==> src/rtl/sync_rx_pkg.sv <==
// Package: shared widths and the queued word type for the slave receiver.
// Assumes an 8-bit data word with one optional extension bit.
package sync_rx_pkg;
    localparam int WORD_W = 8;

    typedef struct packed {
        logic              ninth;
        logic [WORD_W-1:0] data;
    } rx_word_t;
endpackage

==> src/rtl/rx_edge_sync.sv <==
// Module: rx_edge_sync
// Brings the external serial clock and data into the system clock domain
// through a chain of SYNC_STAGES flops and flags each falling edge of the
// serial clock. Assumes each serial level lasts longer than one system cycle.
module rx_edge_sync #(
    parameter int SYNC_STAGES = 2
) (
    input  logic clk,
    input  logic rst_n,
    input  logic ser_clk_i,
    input  logic ser_dat_i,
    output logic fall_o,
    output logic dat_o
);
    logic [SYNC_STAGES-1:0] clk_chain;
    logic [SYNC_STAGES-1:0] dat_chain;
    logic                   clk_prev;

    // Shift both lines through their synchroniser chains.
    generate
        if (SYNC_STAGES == 1) begin : g_one
            always_ff @(posedge clk) begin
                if (!rst_n) begin
                    clk_chain <= '1;
                    dat_chain <= '0;
                end else begin
                    clk_chain <= ser_clk_i;
                    dat_chain <= ser_dat_i;
                end
            end
        end else begin : g_many
            always_ff @(posedge clk) begin
                if (!rst_n) begin
                    clk_chain <= '1;
                    dat_chain <= '0;
                end else begin
                    clk_chain <= {clk_chain[SYNC_STAGES-2:0], ser_clk_i};
                    dat_chain <= {dat_chain[SYNC_STAGES-2:0], ser_dat_i};
                end
            end
        end
    endgenerate

    // Remember the last synchronised clock level for edge detection.
    always_ff @(posedge clk) begin
        if (!rst_n) clk_prev <= 1'b1;
        else        clk_prev <= clk_chain[SYNC_STAGES-1];
    end

    // Falling edge = high before, low now; data taken from the same stage.
    always_comb begin
        fall_o = clk_prev & ~clk_chain[SYNC_STAGES-1];
        dat_o  = dat_chain[SYNC_STAGES-1];
    end
endmodule

==> src/rtl/rx_shifter.sv <==
// Module: rx_shifter
// Collects bits, least significant first, into a shift register and emits a
// one-cycle done pulse with the assembled word after 8 or 9 bits.
// Assumes bit_stb_i is a one-cycle strobe. Dropping run_i abandons any
// partial word.
module rx_shifter
    import sync_rx_pkg::*;
#(
    parameter int DATA_W = WORD_W
) (
    input  logic     clk,
    input  logic     rst_n,
    input  logic     run_i,
    input  logic     nine_i,
    input  logic     bit_stb_i,
    input  logic     bit_i,
    output logic     done_o,
    output rx_word_t word_o
);
    localparam int MAX_BITS = DATA_W + 1;
    localparam int CNT_W    = $clog2(MAX_BITS + 1);

    logic [DATA_W:0]  shreg;
    logic [DATA_W:0]  shreg_nxt;
    logic [CNT_W-1:0] bit_cnt;
    logic [CNT_W-1:0] last_idx;

    // Place the incoming bit at the current count and pick the final index.
    always_comb begin
        last_idx           = nine_i ? CNT_W'(DATA_W) : CNT_W'(DATA_W - 1);
        shreg_nxt          = shreg;
        shreg_nxt[bit_cnt] = bit_i;
    end

    // Advance the bit count, and hand over the word when it is complete.
    always_ff @(posedge clk) begin
        if (!rst_n) begin
            shreg   <= '0;
            bit_cnt <= '0;
            done_o  <= 1'b0;
            word_o  <= '0;
        end else if (!run_i) begin
            shreg   <= '0;
            bit_cnt <= '0;
            done_o  <= 1'b0;
        end else begin
            done_o <= 1'b0;
            if (bit_stb_i) begin
                if (bit_cnt == last_idx) begin
                    done_o       <= 1'b1;
                    word_o.data  <= shreg_nxt[DATA_W-1:0];
                    word_o.ninth <= nine_i & shreg_nxt[DATA_W];
                    shreg        <= '0;
                    bit_cnt      <= '0;
                end else begin
                    shreg   <= shreg_nxt;
                    bit_cnt <= bit_cnt + 1'b1;
                end
            end
        end
    end
endmodule

==> src/rtl/rx_fifo.sv <==
// Module: rx_fifo
// A small first-in first-out holding queue for received words, with a sticky
// overrun flag. A push into a full queue, with no pop in the same cycle, is
// dropped and sets overrun. While overrun is set, pushes are refused.
// clr_ovr_i clears overrun. Assumes pop_i is asserted only when non-empty.
module rx_fifo
    import sync_rx_pkg::*;
#(
    parameter int DEPTH = 2
) (
    input  logic     clk,
    input  logic     rst_n,
    input  logic     push_i,
    input  rx_word_t word_i,
    input  logic     pop_i,
    input  logic     clr_ovr_i,
    output rx_word_t head_o,
    output logic     empty_o,
    output logic     overrun_o
);
    localparam int PTR_W = (DEPTH > 1) ? $clog2(DEPTH) : 1;
    localparam int CNT_W = $clog2(DEPTH + 1);

    rx_word_t         mem [DEPTH];
    logic [PTR_W-1:0] wr_ptr;
    logic [PTR_W-1:0] rd_ptr;
    logic [CNT_W-1:0] count;
    logic             full;
    logic             do_pop;
    logic             do_push;
    logic             lose;

    // Decide what this cycle does: pop, accept a push, or lose the word.
    always_comb begin
        full    = (count == CNT_W'(DEPTH));
        empty_o = (count == '0);
        do_pop  = pop_i & ~empty_o;
        do_push = push_i & ~overrun_o & (~full | do_pop);
        lose    = push_i & ~overrun_o & full & ~do_pop;
        head_o  = empty_o ? '0 : mem[rd_ptr];
    end

    // Storage writes.
    always_ff @(posedge clk) begin
        if (!rst_n) begin
            for (int i = 0; i < DEPTH; i++) mem[i] <= '0;
        end else if (do_push) begin
            mem[wr_ptr] <= word_i;
        end
    end

    // Pointer and occupancy upkeep.
    always_ff @(posedge clk) begin
        if (!rst_n) begin
            wr_ptr <= '0;
            rd_ptr <= '0;
            count  <= '0;
        end else begin
            if (do_push) wr_ptr <= (wr_ptr == PTR_W'(DEPTH - 1)) ? '0 : wr_ptr + 1'b1;
            if (do_pop)  rd_ptr <= (rd_ptr == PTR_W'(DEPTH - 1)) ? '0 : rd_ptr + 1'b1;
            case ({do_push, do_pop})
                2'b10:   count <= count + 1'b1;
                2'b01:   count <= count - 1'b1;
                default: count <= count;
            endcase
        end
    end

    // Sticky overrun: set on a lost word, cleared only by clr_ovr_i.
    always_ff @(posedge clk) begin
        if (!rst_n)         overrun_o <= 1'b0;
        else if (clr_ovr_i) overrun_o <= 1'b0;
        else if (lose)      overrun_o <= 1'b1;
    end
endmodule

==> src/rtl/sync_slave_rx.sv <==
// Module: sync_slave_rx
// Receiver for a clocked serial link driven by a remote master. It samples
// data on falling serial-clock edges, assembles 8- or 9-bit words, queues
// them, and raises a receive-complete flag and a gated interrupt/wake-up
// request. Assumes the serial clock is much slower than clk.
module sync_slave_rx
    import sync_rx_pkg::*;
#(
    parameter int FIFO_DEPTH  = 2,
    parameter int SYNC_STAGES = 2
) (
    input  logic              clk,
    input  logic              rst_n,
    input  logic              port_en,
    input  logic              sync_mode,
    input  logic              clk_src_master,
    input  logic              nine_bit_en,
    input  logic              cont_rx_en,
    input  logic              single_rx_en,
    input  logic              irq_en,
    input  logic              ser_clk,
    input  logic              ser_dat,
    input  logic              rd_pop,
    output logic [WORD_W-1:0] data_out,
    output logic              ninth_out,
    output logic              overrun,
    output logic              rx_done,
    output logic              irq
);
    logic     rx_active;
    logic     bit_fall;
    logic     bit_val;
    logic     word_done;
    rx_word_t word_new;
    rx_word_t head;
    logic     q_empty;
    logic     unused_single;

    // Receive gate: port on, synchronous, external clock, continuous enable.
    always_comb begin
        rx_active     = port_en & sync_mode & ~clk_src_master & cont_rx_en;
        unused_single = single_rx_en;
    end

    rx_edge_sync #(.SYNC_STAGES(SYNC_STAGES)) u_sync (
        .clk       (clk),
        .rst_n     (rst_n),
        .ser_clk_i (ser_clk),
        .ser_dat_i (ser_dat),
        .fall_o    (bit_fall),
        .dat_o     (bit_val)
    );

    rx_shifter #(.DATA_W(WORD_W)) u_shift (
        .clk       (clk),
        .rst_n     (rst_n),
        .run_i     (rx_active),
        .nine_i    (nine_bit_en),
        .bit_stb_i (bit_fall),
        .bit_i     (bit_val),
        .done_o    (word_done),
        .word_o    (word_new)
    );

    rx_fifo #(.DEPTH(FIFO_DEPTH)) u_fifo (
        .clk       (clk),
        .rst_n     (rst_n),
        .push_i    (word_done),
        .word_i    (word_new),
        .pop_i     (rd_pop),
        .clr_ovr_i (~cont_rx_en),
        .head_o    (head),
        .empty_o   (q_empty),
        .overrun_o (overrun)
    );

    // Present the queue head and the completion/interrupt flags.
    always_comb begin
        data_out  = head.data;
        ninth_out = head.ninth;
        rx_done   = ~q_empty;
        irq       = rx_done & irq_en;
    end
endmodule

==> config.mk <==
export PLATFORM = sky130hd
export DESIGN_NAME = sync_slave_rx
export DESIGN_NICKNAME = d
export VERILOG_FILES = /design/src/rtl/sync_rx_pkg.sv /design/src/rtl/rx_edge_sync.sv /design/src/rtl/rx_shifter.sv /design/src/rtl/rx_fifo.sv /design/src/rtl/sync_slave_rx.sv
export SDC_FILE = /design/constraint.sdc
export NUM_CORES = 1
export LEC_CHECK = 0
export BUFFER_PORTS_ARGS = -buffer_cell sky130_fd_sc_hd__clkbuf_2
export CAP_MARGIN = 25
export CORE_MARGIN = 5
export CORE_UTILIZATION = 45
export DETAILED_ROUTE_END_ITERATION = 10
export HOLD_SLACK_MARGIN = 0.05
export PLACE_DENSITY_LB_ADDON = 0.05
export SETUP_SLACK_MARGIN = 0.02
export SLEW_MARGIN = 20
export SYNTH_ARGS = -nofsm -noshare
export SYNTH_HDL_FRONTEND = slang
export SYNTH_SLANG_ARGS = --single-unit
==> constraint.sdc <==
create_clock -name clk -period 2.7 [get_ports clk]
set_clock_uncertainty 0.2 [all_clocks]
set_input_delay 0.675 -clock clk [delete_from_list [all_inputs] [get_ports clk]]
set_output_delay 0.675 -clock clk [all_outputs]
set_load 0.005 [all_outputs]
**Word level (Yosys, flattened, before mapping)**

Memory sizes are Yosys's and may differ from the RTL's. A register that Yosys moved wholly into a read port is not among the register bits.
Index checks and enable logic that the tools add are counted.
W data, S select, Z words.

- Word-level logic and storage cells: 70
- ROM bits: 0
- Latch bits: 0
- Flip-flop bits (word level): 33
- Memories: 1
- Input port bits: 12
- Output and inout bits: 12
- Bits in writable memories: 18

Memory list:

| memory | depth | width | rd ports | clocked after Yosys merged registers in | write ports | line | RTL |
|---|---|---|---|---|---|---|---|
| u_fifo.mem | 2 | 9 | 1 | 1 | 2 | rx_fifo.sv:24 | `rx_word_t mem [DEPTH];` |

- Multipliers: 0
- Div/mod/pow operators: 0
- Bitwise logic cells: 18
- Muxes and demuxes: 20
- Shift-type cells: 0
- Equality and inequality tests: 4
- $add $sub $neg: 5
- Reduce and logical (&&, ||, !) cells: 8
- Order comparisons: 2

Operators with widths:

| kind | count |
|---|---|
| $mux W9 | 3 |
| $mux W1 | 12 |
| $and A1 B1 Y1 | 11 |
| $bwmux W9 | 1 |
| $reduce_or A9 Y1 | 1 |
| $mux W4 | 2 |
| $not A1 Y1 | 6 |
| $reduce_and A3 Y1 | 2 |
| $lt A4 B5 Y1 const B | 1 |
| $add A4 B1 Y4 const B | 1 |
| $demux W1 S4 | 1 |
| $eq A2 B2 Y1 const B | 2 |
| $eq A4 B4 Y1 | 1 |
| $ge A4 B1 Y1 const B | 1 |
| $pmux W2 S2 | 1 |
| $reduce_and A2 Y1 | 2 |
| $add A1 B1 Y1 const B | 2 |
| $add A2 B1 Y2 const B | 1 |
| $eq A2 B1 Y1 const B | 1 |
| $logic_not A2 Y1 | 1 |
| $reduce_bool A2 Y1 | 1 |
| $sub A2 B1 Y2 const B | 1 |
| $logic_and A1 B1 Y1 | 1 |
| $or A1 B1 Y1 | 1 |

**Depth between registers and ports, before layout**

- Word-level depth: 10
- Mapped depth: 7
- Depth with buffers taken out: 7

**Cells and area by module**

A second synthesis with hierarchy kept.

- Cell total of the unflattened synthesis: 229
- Area, all modules: 2358.5 um^2

Modules (own cells, without submodules):

| module | instances | area each (um^2) | seq. area each (um^2) | cells each |
|---|---|---|---|---|
| rx_shifter | 1 | 1102.3 | 460.4 | 116 |
| rx_fifo | 1 | 1094.8 | 660.6 | 98 |
| rx_edge_sync | 1 | 137.6 | 100.1 | 11 |
| sync_slave_rx | 1 | 23.8 | 0.0 | 4 |

**Worst setup path before layout**

No wires, ideal clock.

- Path type: input to register
- Start: input port rd_pop
- End: memory u_fifo.mem[0][0] in the netlist's numbering, enable pin
- Arrival: 1728 ps
- Data required time: 2113 ps
- Stages: 4
- Slack: 384 ps
- Buffers on the path: 0
- Library setup time: 387 ps
- Path through: nor3b_2 nor3b_2 inv_2 o21ai_0

RTL lines:

| item | line | RTL |
|---|---|---|
| start, declared | sync_slave_rx.sv:23 | `input logic rd_pop,` |
| end, declared | rx_fifo.sv:24 |  |

==> out/metrics.yaml <==
cp-end-kind: "primary output"
num_rows: 27
fp.dieH_um: 84.1
worst_path_largest_cell_delay_ns: 0.66
synth-seq-cells: 52
drt_first_pass_iters: 4
synth_top_area_share_pct: 27.5
slew_viol_final: 0
max_cap_violations: 0
yosysWarningCount: 0
first_global_vias: 1700
cts_tree: "built"
drt-vias-per-instance: 5.02
ys_top_cells_by_count: "34 x dfxtp_1, 25 x and2_1, 19 x nand2_1, 19 x nand3_1, 18 x edfxtp_1"
synth_flop_cell: "dfxtp_1"
cp_top_family: "flip-flops"
synth_area_um2: 2470
cts_made_buffers: 5
hold_depth: 1
antenna_cells: 0
drive_gt1_share_pct: 18.8
synth_most_common_cell: "dfxtp_1"
critical_path_class: "flip-flop to primary output"
ios: 24
fillers: 531
min_to: "u_sync.clk_chain[1]"
cts.sinks: 52
yosysSeqAreaShare_pct: 49.4
hp-class: "flip-flop to flip-flop"
h-tree-depth: 2
synth.distinct_cells: 45
start_util_pct: 45.7
cpMaxStageDelayCell: "dfxtp_1"
syn_area_per_cell_um2: 10.3
setup_viol: 0
fin_nets: 276
period_minus_slack_ns: 2.24
dr_total_vias: 1668
synthTopCellsByArea: "dfxtp_1 28%, edfxtp_1 22%, and2_1 6.3%, nand3_1 3.8%, mux2i_1 3.6%"
antenna_found_initial: 0
timing.rr.start: "u_fifo.count[0]"
cts-root-buf: "clkbuf_8"
crit_arrival_ns: 1.37
die_x_um: 84.1
core_area_um2: 5410
grt_setup_unrepaired: "false"
drtIter0Drc: 57
drc_errors: 0
max_freq_mhz: 446
areaGrowthSynthToFinish_pct: 10.9
numPortBuffers: 22
grt_pass1_wl_um: 8050
fp.dieArea_um2: 7070
ir_drop_mv: 0.234
r2r_setup_slack_ns: 0.70
syn_inst: 239
cp.buffers_inverters: 1
ff2ff_path_depth: 6
hold_viol_final: 0
fin_tns_setup_ns: 0
fin_util_pct: 50.7
required_ns: 1.82
cts_resized: 0
gp_congestion: 0.735
cts_setup_buffers: 0
async_flop_share_pct: 0
outcome: "finished clean"
worstPathMaxFanout: 9
ant_nets: 0
grt_overflow: 0
post_drt_wl_per_cell_um: 13.1
finalWirelength_um: 4350
clkTransAtPathRegs_ns: 0.09
p_leak_nw: 0.984
syn_nets: 256
p_total_mw: 1.38
yosysTopAreaCell: "dfxtp_1"
p_per_area_nw_per_um2: 504
fin_crit_sh_pct: 83.1
tightest_slew_ns: 0.575
min_from: "u_sync.clk_chain[0]"
grt_util_all_layers_pct: 13.8
grt_max_degree: 23
slew_headroom_pct: 61.7
cts.path.max_buffers: 2
cp-start-kind: "flip-flop"
pre_cts_ws_ns: 0.379
ctsHoldBuffers: 0
dpl.hpwl_um: 3020
clkLatencyLatePin_ns: 0.30
fin_ws_ns: 0.457
crit_path_cell_trace: "mux2i_1 > nor2_1 > clkbuf_2"
r2r-end: "u_fifo.count[1]"
synth_enable_flop_cells: 18
## logic make-up after synthesis
logic type	after synthesis	synth area share, %
simple gates	104	25.0
flops	52	49.4
compound gates	38	10.2
buf+inv	18	3.64
mux	18	7.75
fa+ha+maj	5	2.53
xor+xnor	4	1.42
## stage by stage
| stage | hold WS, ns | cells | area (um^2) |
|---|---|---|---|
| after CTS | 0.217 | 332 | 2740 |
| final | 0.213 | 332 | 2740 |
| after global placement | 0.193 | 324 | 2630 |
| after floorplan | 0.186 | 239 | 2470 |
| after detailed placement | 0.200 | 324 | 2630 |
| after global routing | 0.248 | 332 | 2740 |
## worst reg2reg max path: stages, from the launching register on
cell and delay (ns):
dfxtp_1 0.43, nor3b_2 0.09, nor3b_2 0.24, inv_2 0.10, ha_1 0.34, or3_1 0.38, a21boi_0 0.16
## power breakdown
group | total, mW | internal (mW) | switching, mW | leakage, nW
Sequential | 0.824 | 0.819 | 0.00442 | 0.460
Combinational | 0.0418 | 0.0176 | 0.0242 | 0.468
Clock | 0.516 | 0.275 | 0.241 | 0.0552
## cells in the final DEF, fill, tap and decap left out, drive strengths merged, types with 3 or more instances in the layout
cell type   n
nand2b      6
a21oi      12
a21boi     10
nor2       11
and2       25
nor3b       7
nand3      19
ha          5
edfxtp     18
clkbuf     28
mux2        9
o21ai      11
mux2i       9
dfxtp      34
xnor2       3
inv         4
nand3b      6
nand2      19
buf         5
## registers in the layout, summed over array words and instances, names as in the netlist, named ones only
name	flops
u_shift.done_o	1
u_fifo.count	2
u_fifo.mem	18
u_sync.dat_chain	2
u_shift.word_o	9
u_fifo.wr_ptr	1
u_fifo.overrun_o	1
u_fifo.rd_ptr	1
u_sync.clk_prev	1
u_shift.shreg	9
u_sync.clk_chain	2
u_shift.bit_cnt	4
## routing by layer
metal | up-vias | GRT usage [%] | wire length [um] | share of wire (%)
li1 | 879 | - | - | -
met1 | 759 | 17.1 | 2050 | 47
met2 | 25 | 23.7 | 2080 | 48
met3 | 5 | 2.47 | 150 | 3.5
met4 | 0 | 5.26 | 60 | 1.4
met5 | - | 0 | 0 | 0
## layout make-up
type                       count  area [um^2]  area share (%)
inverter                       4         15.0           0.548
tap                           72         90.1            3.29
clock buffer                   6         72.6            2.65
multi-input combinational    169         1160            42.3
clock inverter                 2         35.0            1.28
sequential                    52         1220            44.5
timing repair buffer          27          148            5.39
## worst max-delay path by stage
stage	endpoint	slack, ns	cells past startpoint
floorplan	u_fifo.mem[0][0]	0.38	4
global placement	u_fifo.count[1]	0.42	7
detailed placement	u_fifo.count[1]	0.38	7
CTS	ninth_out	0.40	3
global route	data_out[4]	0.32	3
finish	ninth_out	0.46	3
Note: power is estimated with default switching activity, not from simulation.
